**src/rtl/vga_tm_pkg.sv**
```systemverilog
package vga_tm_pkg;
  typedef enum logic {
    MODE_480 = 1'b0,
    MODE_400 = 1'b1
  } vmode_e;

  // Pixel offsets inside a line
  localparam int unsigned HS_BEGIN = 16;
  localparam int unsigned HS_END   = 112;
  localparam int unsigned VW_BEGIN = 144;
  localparam int unsigned VW_END   = 216;
  localparam int unsigned AS_BEGIN = 152;
  localparam int unsigned AS_END   = 160;
  localparam int unsigned VS_EDGE  = 16;
  // Lines covered by vertical sync
  localparam int unsigned VS_LINES = 2;

  function automatic logic vs_idle(input vmode_e m);
    return (m == MODE_480);
  endfunction
endpackage

```
**src/rtl/vga_cfg_shadow.sv**
```systemverilog
module vga_cfg_shadow #(
  parameter int LW = 12,
  parameter int VW = 10,
  parameter int LINE_MIN = 256,
  localparam int VCW = VW + 1
) (
  input  logic                 clk,
  input  logic                 rst,
  input  logic                 load,
  input  logic                 cfg_mode,
  input  logic [LW-1:0]        cfg_line_len,
  input  logic [VW-1:0]        cfg_skip_lines,
  output vga_tm_pkg::vmode_e   mode_q,
  output logic [LW-1:0]        len_q,
  output logic [VCW-1:0]       last_q
);
  import vga_tm_pkg::*;

  logic [LW-1:0]  len_eff;
  logic [VCW-1:0] last_eff;

  always_comb begin
    len_eff  = (cfg_line_len < LW'(LINE_MIN)) ? LW'(LINE_MIN) : cfg_line_len;
    last_eff = VCW'(cfg_skip_lines) + VCW'(VS_LINES);
  end

  always_ff @(posedge clk) begin
    if (rst || load) begin
      mode_q <= vmode_e'(cfg_mode);
      len_q  <= len_eff;
      last_q <= last_eff;
    end
  end
endmodule

```
**src/rtl/vga_hcount.sv**
```systemverilog
module vga_hcount #(
  parameter int LW = 12
) (
  input  logic          clk,
  input  logic          rst,
  input  logic          en,
  input  logic [LW-1:0] len,
  output logic [LW-1:0] hcnt,
  output logic          line_end,
  output logic          line_tick,
  output logic          hsync_n,
  output logic          act_start
);
  import vga_tm_pkg::*;

  logic at_last;

  always_comb begin
    at_last  = (hcnt == len - LW'(1));
    line_end = en && at_last;
  end

  always_ff @(posedge clk) begin
    if (rst) begin
      hcnt      <= '0;
      line_tick <= 1'b0;
      hsync_n   <= 1'b1;
      act_start <= 1'b0;
    end else if (en) begin
      hcnt      <= at_last ? '0 : hcnt + LW'(1);
      line_tick <= (hcnt == '0);
      hsync_n   <= !((hcnt >= LW'(HS_BEGIN)) && (hcnt < LW'(HS_END)));
      act_start <= (hcnt >= LW'(AS_BEGIN)) && (hcnt < LW'(AS_END));
    end
  end
endmodule

```
**src/rtl/vga_vcount.sv**
```systemverilog
module vga_vcount #(
  parameter int LW = 12,
  parameter int VCW = 11
) (
  input  logic               clk,
  input  logic               rst,
  input  logic               rst_mode,
  input  logic               en,
  input  logic               line_end,
  input  logic [LW-1:0]      hcnt,
  input  logic [VCW-1:0]     last,
  input  vga_tm_pkg::vmode_e mode,
  output logic               frame_end,
  output logic               vsync,
  output logic               vwin
);
  import vga_tm_pkg::*;

  logic [VCW-1:0] vcnt;
  logic           vs_act;
  logic           win;

  always_comb begin
    frame_end = line_end && (vcnt == last);
    vs_act = ((vcnt == '0) && (hcnt >= LW'(VS_EDGE))) ||
             ((vcnt != '0) && (vcnt < VCW'(VS_LINES))) ||
             ((vcnt == VCW'(VS_LINES)) && (hcnt < LW'(VS_EDGE)));
    win = (vcnt == '0) && (hcnt >= LW'(VW_BEGIN)) && (hcnt < LW'(VW_END));
  end

  always_ff @(posedge clk) begin
    if (rst) begin
      vcnt  <= '0;
      vsync <= vs_idle(vmode_e'(rst_mode));
      vwin  <= 1'b0;
    end else if (en) begin
      if (line_end) vcnt <= frame_end ? '0 : vcnt + VCW'(1);
      vsync <= vs_act ^ vs_idle(mode);
      vwin  <= win;
    end
  end
endmodule

```
**src/rtl/vga_timing_gen.sv**
```systemverilog
module vga_timing_gen #(
  parameter int LW = 12,
  parameter int VW = 10,
  parameter int LINE_MIN = 256
) (
  input  logic          clk,
  input  logic          rst,
  input  logic          pix_en,
  input  logic          cfg_mode,
  input  logic [LW-1:0] cfg_line_len,
  input  logic [VW-1:0] cfg_skip_lines,
  output logic          line_tick,
  output logic          hsync_n,
  output logic          vsync,
  output logic          vwin,
  output logic          act_start
);
  import vga_tm_pkg::*;
  localparam int VCW = VW + 1;

  vmode_e         mode_q;
  logic [LW-1:0]  len_q;
  logic [VCW-1:0] last_q;
  logic [LW-1:0]  hcnt;
  logic           line_end;
  logic           frame_end;

  vga_cfg_shadow #(.LW(LW), .VW(VW), .LINE_MIN(LINE_MIN)) u_shadow (
    .clk(clk), .rst(rst), .load(frame_end),
    .cfg_mode(cfg_mode), .cfg_line_len(cfg_line_len), .cfg_skip_lines(cfg_skip_lines),
    .mode_q(mode_q), .len_q(len_q), .last_q(last_q)
  );

  vga_hcount #(.LW(LW)) u_h (
    .clk(clk), .rst(rst), .en(pix_en), .len(len_q),
    .hcnt(hcnt), .line_end(line_end),
    .line_tick(line_tick), .hsync_n(hsync_n), .act_start(act_start)
  );

  vga_vcount #(.LW(LW), .VCW(VCW)) u_v (
    .clk(clk), .rst(rst), .rst_mode(cfg_mode), .en(pix_en),
    .line_end(line_end), .hcnt(hcnt), .last(last_q), .mode(mode_q),
    .frame_end(frame_end), .vsync(vsync), .vwin(vwin)
  );
endmodule

```
**config.mk**
```make
export PLATFORM = sky130hd
export DESIGN_NAME = vga_timing_gen
export DESIGN_NICKNAME = d
export VERILOG_FILES = /design/src/rtl/vga_tm_pkg.sv /design/src/rtl/vga_cfg_shadow.sv /design/src/rtl/vga_hcount.sv /design/src/rtl/vga_vcount.sv /design/src/rtl/vga_timing_gen.sv
export SDC_FILE = /design/constraint.sdc
export NUM_CORES = 1
export LEC_CHECK = 0
export ABC_AREA = 1
export BUFFER_PORTS_ARGS = -buffer_cell sky130_fd_sc_hd__buf_4
export CAP_MARGIN = 10
export CORE_ASPECT_RATIO = 0.5
export CORE_MARGIN = 10
export CORE_UTILIZATION = 60
export DETAILED_ROUTE_END_ITERATION = 7
export PLACE_DENSITY = 0.84
export SETUP_SLACK_MARGIN = 0.4
export SKIP_CTS_REPAIR_TIMING = 1
export SLEW_MARGIN = 0
export SYNTH_ARGS = -nofsm -noshare
export SYNTH_HDL_FRONTEND = slang
export SYNTH_HIERARCHICAL = 1
export SYNTH_SLANG_ARGS = --single-unit
```
**constraint.sdc**
```tcl
create_clock -name clk -period 3.88 [get_ports clk]
set_clock_uncertainty 0.1 [all_clocks]
set_input_delay 0.776 -clock clk [delete_from_list [all_inputs] [get_ports clk]]
set_output_delay 0.776 -clock clk [all_outputs]
set_load 0.01 [all_outputs]
```
After elaboration in Yosys (flattened, before gate mapping)
Index checks and enable logic that the tools add are counted.
- flip-flop bits (word level): 52
- bits of input ports: 26
- output and inout bits: 5
- word-level logic and storage cells: 51
- add/subtract/negate cells: 4
- order comparisons: 9
- equal/unequal tests: 3
- multiplexer cells: 4
- bitwise operators: 3
- reduce and logical (&&, ||, !) cells: 18
- operators with widths (operator ; number):
    12-bit by 8-bit greater-or-equal comparator with 1-bit output, second input constant ; 2
    12-bit by 8-bit less-than comparator with 1-bit output, second input constant ; 2
    12-bit by 1-bit adder with 12-bit output, second input constant ; 1
    12-bit equality test ; 1
    12-bit by 5-bit greater-or-equal comparator with 1-bit output, second input constant ; 1
    12-bit zero test ; 1
    12-bit by 5-bit less-than comparator with 1-bit output, second input constant ; 1
    12-bit by 7-bit less-than comparator with 1-bit output, second input constant ; 1
    12-bit by 9-bit less-than comparator with 1-bit output, second input constant ; 1
    12-bit two-way mux ; 1
    12-bit by 1-bit subtractor with 12-bit output, second input constant ; 1
    10-bit by 2-bit adder with 11-bit output, second input constant ; 1
    11-bit by 1-bit adder with 11-bit output, second input constant ; 1
    11-bit equality test ; 1
    11-bit by 2-bit equality test with 1-bit output, second input constant ; 1
    11-bit zero test ; 1
    11-bit by 2-bit less-than comparator with 1-bit output, second input constant ; 1
    11-bit two-way mux ; 1
    11-bit nonzero test ; 1
    1-bit logical AND ; 9
    1-bit logical OR ; 3
    1-bit two-way mux ; 2
    1-bit NOT ; 2
    2-bit AND reduction ; 1
    other kinds (3) ; 3

Longest topological paths before layout
- depth in word-level cells: 7
- gate-level depth with buffers: 22
- depth with buffers taken out: 22

Cells and area by module
The synthesis kept the hierarchy.
- by module, submodules not included (module ; times used ; cells an instance ; area an instance (um^2) ; seq. area each (um^2)):
    vga_hcount ; 1 ; 200 ; 1290.0 ; 300.3
    vga_vcount ; 1 ; 204 ; 1161.1 ; 270.3
    vga_cfg_shadow ; 1 ; 77 ; 997.2 ; 720.7

Least setup slack after synthesis
Ideal clock, no wire load.
- path kind: register to register
- start point: reg u_shadow.len_q[0]
- end point: reg u_shadow.last_q[0] (enable)
- library setup time: 0.358 ns
- arrival: 2.216 ns
- required time: 3.422 ns
- path slack: 1.206 ns
- stages on the path, launching flop included: 15
- path buffers: 0
- period minus slack after synthesis: 2.674 ns
- cells stage by stage: edfxtp_1 -> inv_1 -> ha_1 -> nand2_2 -> nor2_2 -> xor2_1 -> nand2_1 -> nor2_2 -> nand4_2 -> inv_1 -> o21ai_0 -> nor2_1 -> nand4_1 -> nor4_1 -> or2_2
- word-level cells in the longest chain between the ends: 5
- ends and longest elaborated chain (what ; line ; source):
    from (decl) ; vga_cfg_shadow.sv:14 ; output logic [LW-1:0] len_q,
    from (signal assigned) ; vga_cfg_shadow.sv:30 ; len_q <= len_eff;
    12-bit by 1-bit subtractor with 12-bit output ; vga_hcount.sv:19 ; at_last = (hcnt == len - LW'(1));
    12-bit equality test ; vga_hcount.sv:19 ;
    1-bit logical AND ; vga_hcount.sv:20 ; line_end = en && at_last;
    net line_end ; vga_timing_gen.sv:25 ; logic line_end;
    1-bit logical AND ; vga_vcount.sv:24 ; frame_end = line_end && (vcnt == last);
    net frame_end ; vga_timing_gen.sv:26 ; logic frame_end;
    1-bit logical OR ; vga_cfg_shadow.sv:28 ; if (rst || load) begin
    to (signal assigned) ; vga_cfg_shadow.sv:31 ; last_q <= last_eff;
    to (decl) ; vga_cfg_shadow.sv:15 ; output logic [VCW-1:0] last_q
The timed path passes the listed nets, and every way through them passes these cells.
A chain may end at the register's enable or synchronous reset.

Worst setup path in the final report
- start point: reg u_shadow.len_q[0]
- end point: reg u_shadow.len_q[7] (enable)
- word-level cells in the longest chain between the ends: 5
- ends and longest elaborated chain (what ; line):
    12-bit by 1-bit subtractor with 12-bit output ; vga_hcount.sv:19
    12-bit equality test ; vga_hcount.sv:19
    1-bit logical AND ; vga_hcount.sv:20
    net line_end ; vga_timing_gen.sv:25
    1-bit logical AND ; vga_vcount.sv:24
    net frame_end ; vga_timing_gen.sv:26
    1-bit logical OR ; vga_cfg_shadow.sv:28
The timed path passes the listed nets, and every way through them passes these cells.

==> metrics.txt <==
worst r2r path cells 15; CP Data Required Time 3.71 ns; die height 73.6 um; Layout area overhead 12.0%; vias in the first global route 2790; CTS tree built; Setup CP Type reg2reg; placed inst area 0.00371 mm^2; commonest non-fill, non-tap cell in the layout nand2_1; Buffers on Ports 30; DP Worst Slack 0.828 ns; Worst Max-Slew Pin Slew 0.574 ns; status finished, final reports clean; Max Freq 326 MHz; WHS Endpoint u_v/vwin; maximum VDD drop 0.205 mV; row cnt 19; DR pass1 iterations 4; Final Hold Violating Endpoints 0; H-tree levels 2; LEAKAGE 1.81 nW; Post-DP HPWL 5490 um; Seq/Total Area, Yosys 0.374; vias 2961; Post-Syn Area per Cell 7.17 um^2; DR DRC count 0; Post-DRT Antenna Nets 0; Setup violations, final 0; Max-slew headroom 0.617; Post-Route WL 7050 um; Fin Setup TNS 0 ns; worst reg2reg startpoint u_shadow/len_q[0]; top cells by area, synth edfxtp_1 (22%), dfxtp_1 (16%), nand2_1 (15%); ant diodes 0; power per cell area 320 mW/mm^2; hold_sp u_v/vwin; design area 0.00386 mm^2; Setup crit start kind register; gr usage total 0.154; RSZ-0062 raised after global routing no; share of the synthesized area in the top cell type 0.218; cell taking the most area after synthesis edfxtp_1; first-pass GRT wire length 12000 um; clk sinks 52; clock buffer depth 2; Slew Viols, Final 0; fin crit period 3.06 ns; overall power 1.24 mW; global placement routability congestion 0.902; via density per instance 5.06; max-cap viol count 0; leading cell types in the layout, fill and taps excluded nand2_1 (138), inv_1 (71), nor2_1 (55), nand3_1 (31), buf_4 (30); total congestion overflow 0; DR WL/cell 12.1 um; worst-skew pair later-pin latency 0.29 ns; Initial Util 0.625; Die Width 127 um; cell count after synthesis 481; DRT iter0 DRCs 204; Mapped Nets 514; root cell of the clock tree clkbuf_16; initial antenna violation count 0; largest net degree at the start of global routing 25; number of buffers created by CTS 5; flops & latches, synth 52; Worst EP arrival 2.90 ns; r2r endpoint u_shadow/len_q[7]; DIE AREA 0.00936 mm^2; IO Pins 31; share of cells above drive strength 1 0.172; final worst slack 0.815 ns; Post-Syn Area 0.00345 mm^2; Yosys cell types 39; final-stage net count 544; Hold Crit Depth 2; clock-pin slew on the worst setup and hold paths 0.07 ns; Crit. End Element register; core footprint 0.00552 mm^2; Final period util 0.790; critical path peak fanout 24; flop2flop setup slack 0.82 ns; HP Class reg2reg; Yosys warning count 6
[sequential cells by signal, summed over array words and instances (netlist names)]
signal,cells
u_v/vcnt,11
u_shadow/len_q,12
u_h/act_start,1
u_h/line_tick,1
u_h/hsync_n,1
u_shadow/last_q,11
u_h/hcnt,12
u_v/vsync,1
u_v/vwin,1
u_shadow/mode_q,1
[stage by stage]
stage	hold WS (ns)	utilization	cells
final	0.378	0.701	585
after global routing	0.407	0.701	585
after global placement	0.359	0.674	577
after detailed placement	0.366	0.674	577
after CTS	0.375	0.701	585
after floorplan	0.381	-	481
[cells by family (layout without fill, tap and decap cells)]
kind of cell | Yosys count | in the layout | share of synthesized area
AND/OR/NAND/NOR | 280 | 280 | 0.378
adder cells (fa/ha/maj) | 7 | 7 | 0.0254
XOR/XNOR | 25 | 25 | 0.0635
buffers and inverters | 84 | 115 | 0.0994
AO/OA/AOI/OAI | 33 | 33 | 0.0595
flip-flops | 52 | 52 | 0.374
[cells in the mapped netlist (all sizes together)]
master   count
a21boi       8
a21o         1
a21oi        6
a41oi        1
buf          4
clkbuf       3
clkinv       1
dfxtp       27
edfxtp      25
ha           7
inv         76
nand2      145
nand3       35
nand3b       2
nand4        6
nor2        81
nor3         7
nor4         2
o2111ai      1
o21ai       15
o21bai       1
or2          2
xnor2        6
xor2        19
[how the worst max path moves through the flow]
stage / startpoint / to / slack, ns
6_report: u_shadow/len_q[0] / u_shadow/len_q[7] / 0.82
5_1_grt: u_shadow/len_q[0] / u_shadow/len_q[7] / 0.49
4_1_cts: u_shadow/len_q[0] / u_shadow/len_q[7] / 0.80
3_5_place_dp: u_shadow/len_q[0] / u_shadow/len_q[10] / 0.83
2_1_floorplan: u_shadow/len_q[0] / u_shadow/last_q[0] / 1.21
3_3_place_gp: u_shadow/len_q[0] / u_shadow/last_q[1] / 0.97
[routing by layer]
layer  vias to the layer above  share of wire  global-route usage
li1                       1559              -                   -
met1                      1331           0.47               0.187
met2                        59           0.47               0.264
met3                        12          0.042              0.0323
met4                         0          0.017              0.0627
met5                         -              0                   0
[report_power, final]
part	leakage (nW)	switching [mW]	internal (mW)
Sequential	0.463	0.0200	0.605
Clock	0.0744	0.199	0.258
Combinational	1.27	0.0896	0.0645
Total	1.81	0.309	0.928
[cell type report]
| cell class | instances | area (um^2) |
|---|---|---|
| multi-input combinational | 345 | 1810 |
| fill | 476 | 1650 |
| tap | 73 | 91.3 |
| clock buffer | 7 | 143 |
| sequential | 52 | 1290 |
| inverter | 77 | 293 |
| timing repair buffer | 30 | 225 |
| clock inverter | 1 | 6.26 |
[worst max-delay path, stage by stage (launching register included)]
cell and delay [ns]:
edfxtp_1 0.40, inv_1 0.13, ha_1 0.24, nand2_2 0.11, nor2_2 0.14, nand2_1 0.08
nand2_1 0.06, nand2_1 0.06, nor2_2 0.14, nand4_2 0.14, inv_1 0.13, o21ai_0 0.09
nor2_1 0.10, nand4_1 0.09, nor4_1 0.16, or2_2 0.53
No activity file was read; power rests on OpenSTA's default activity.
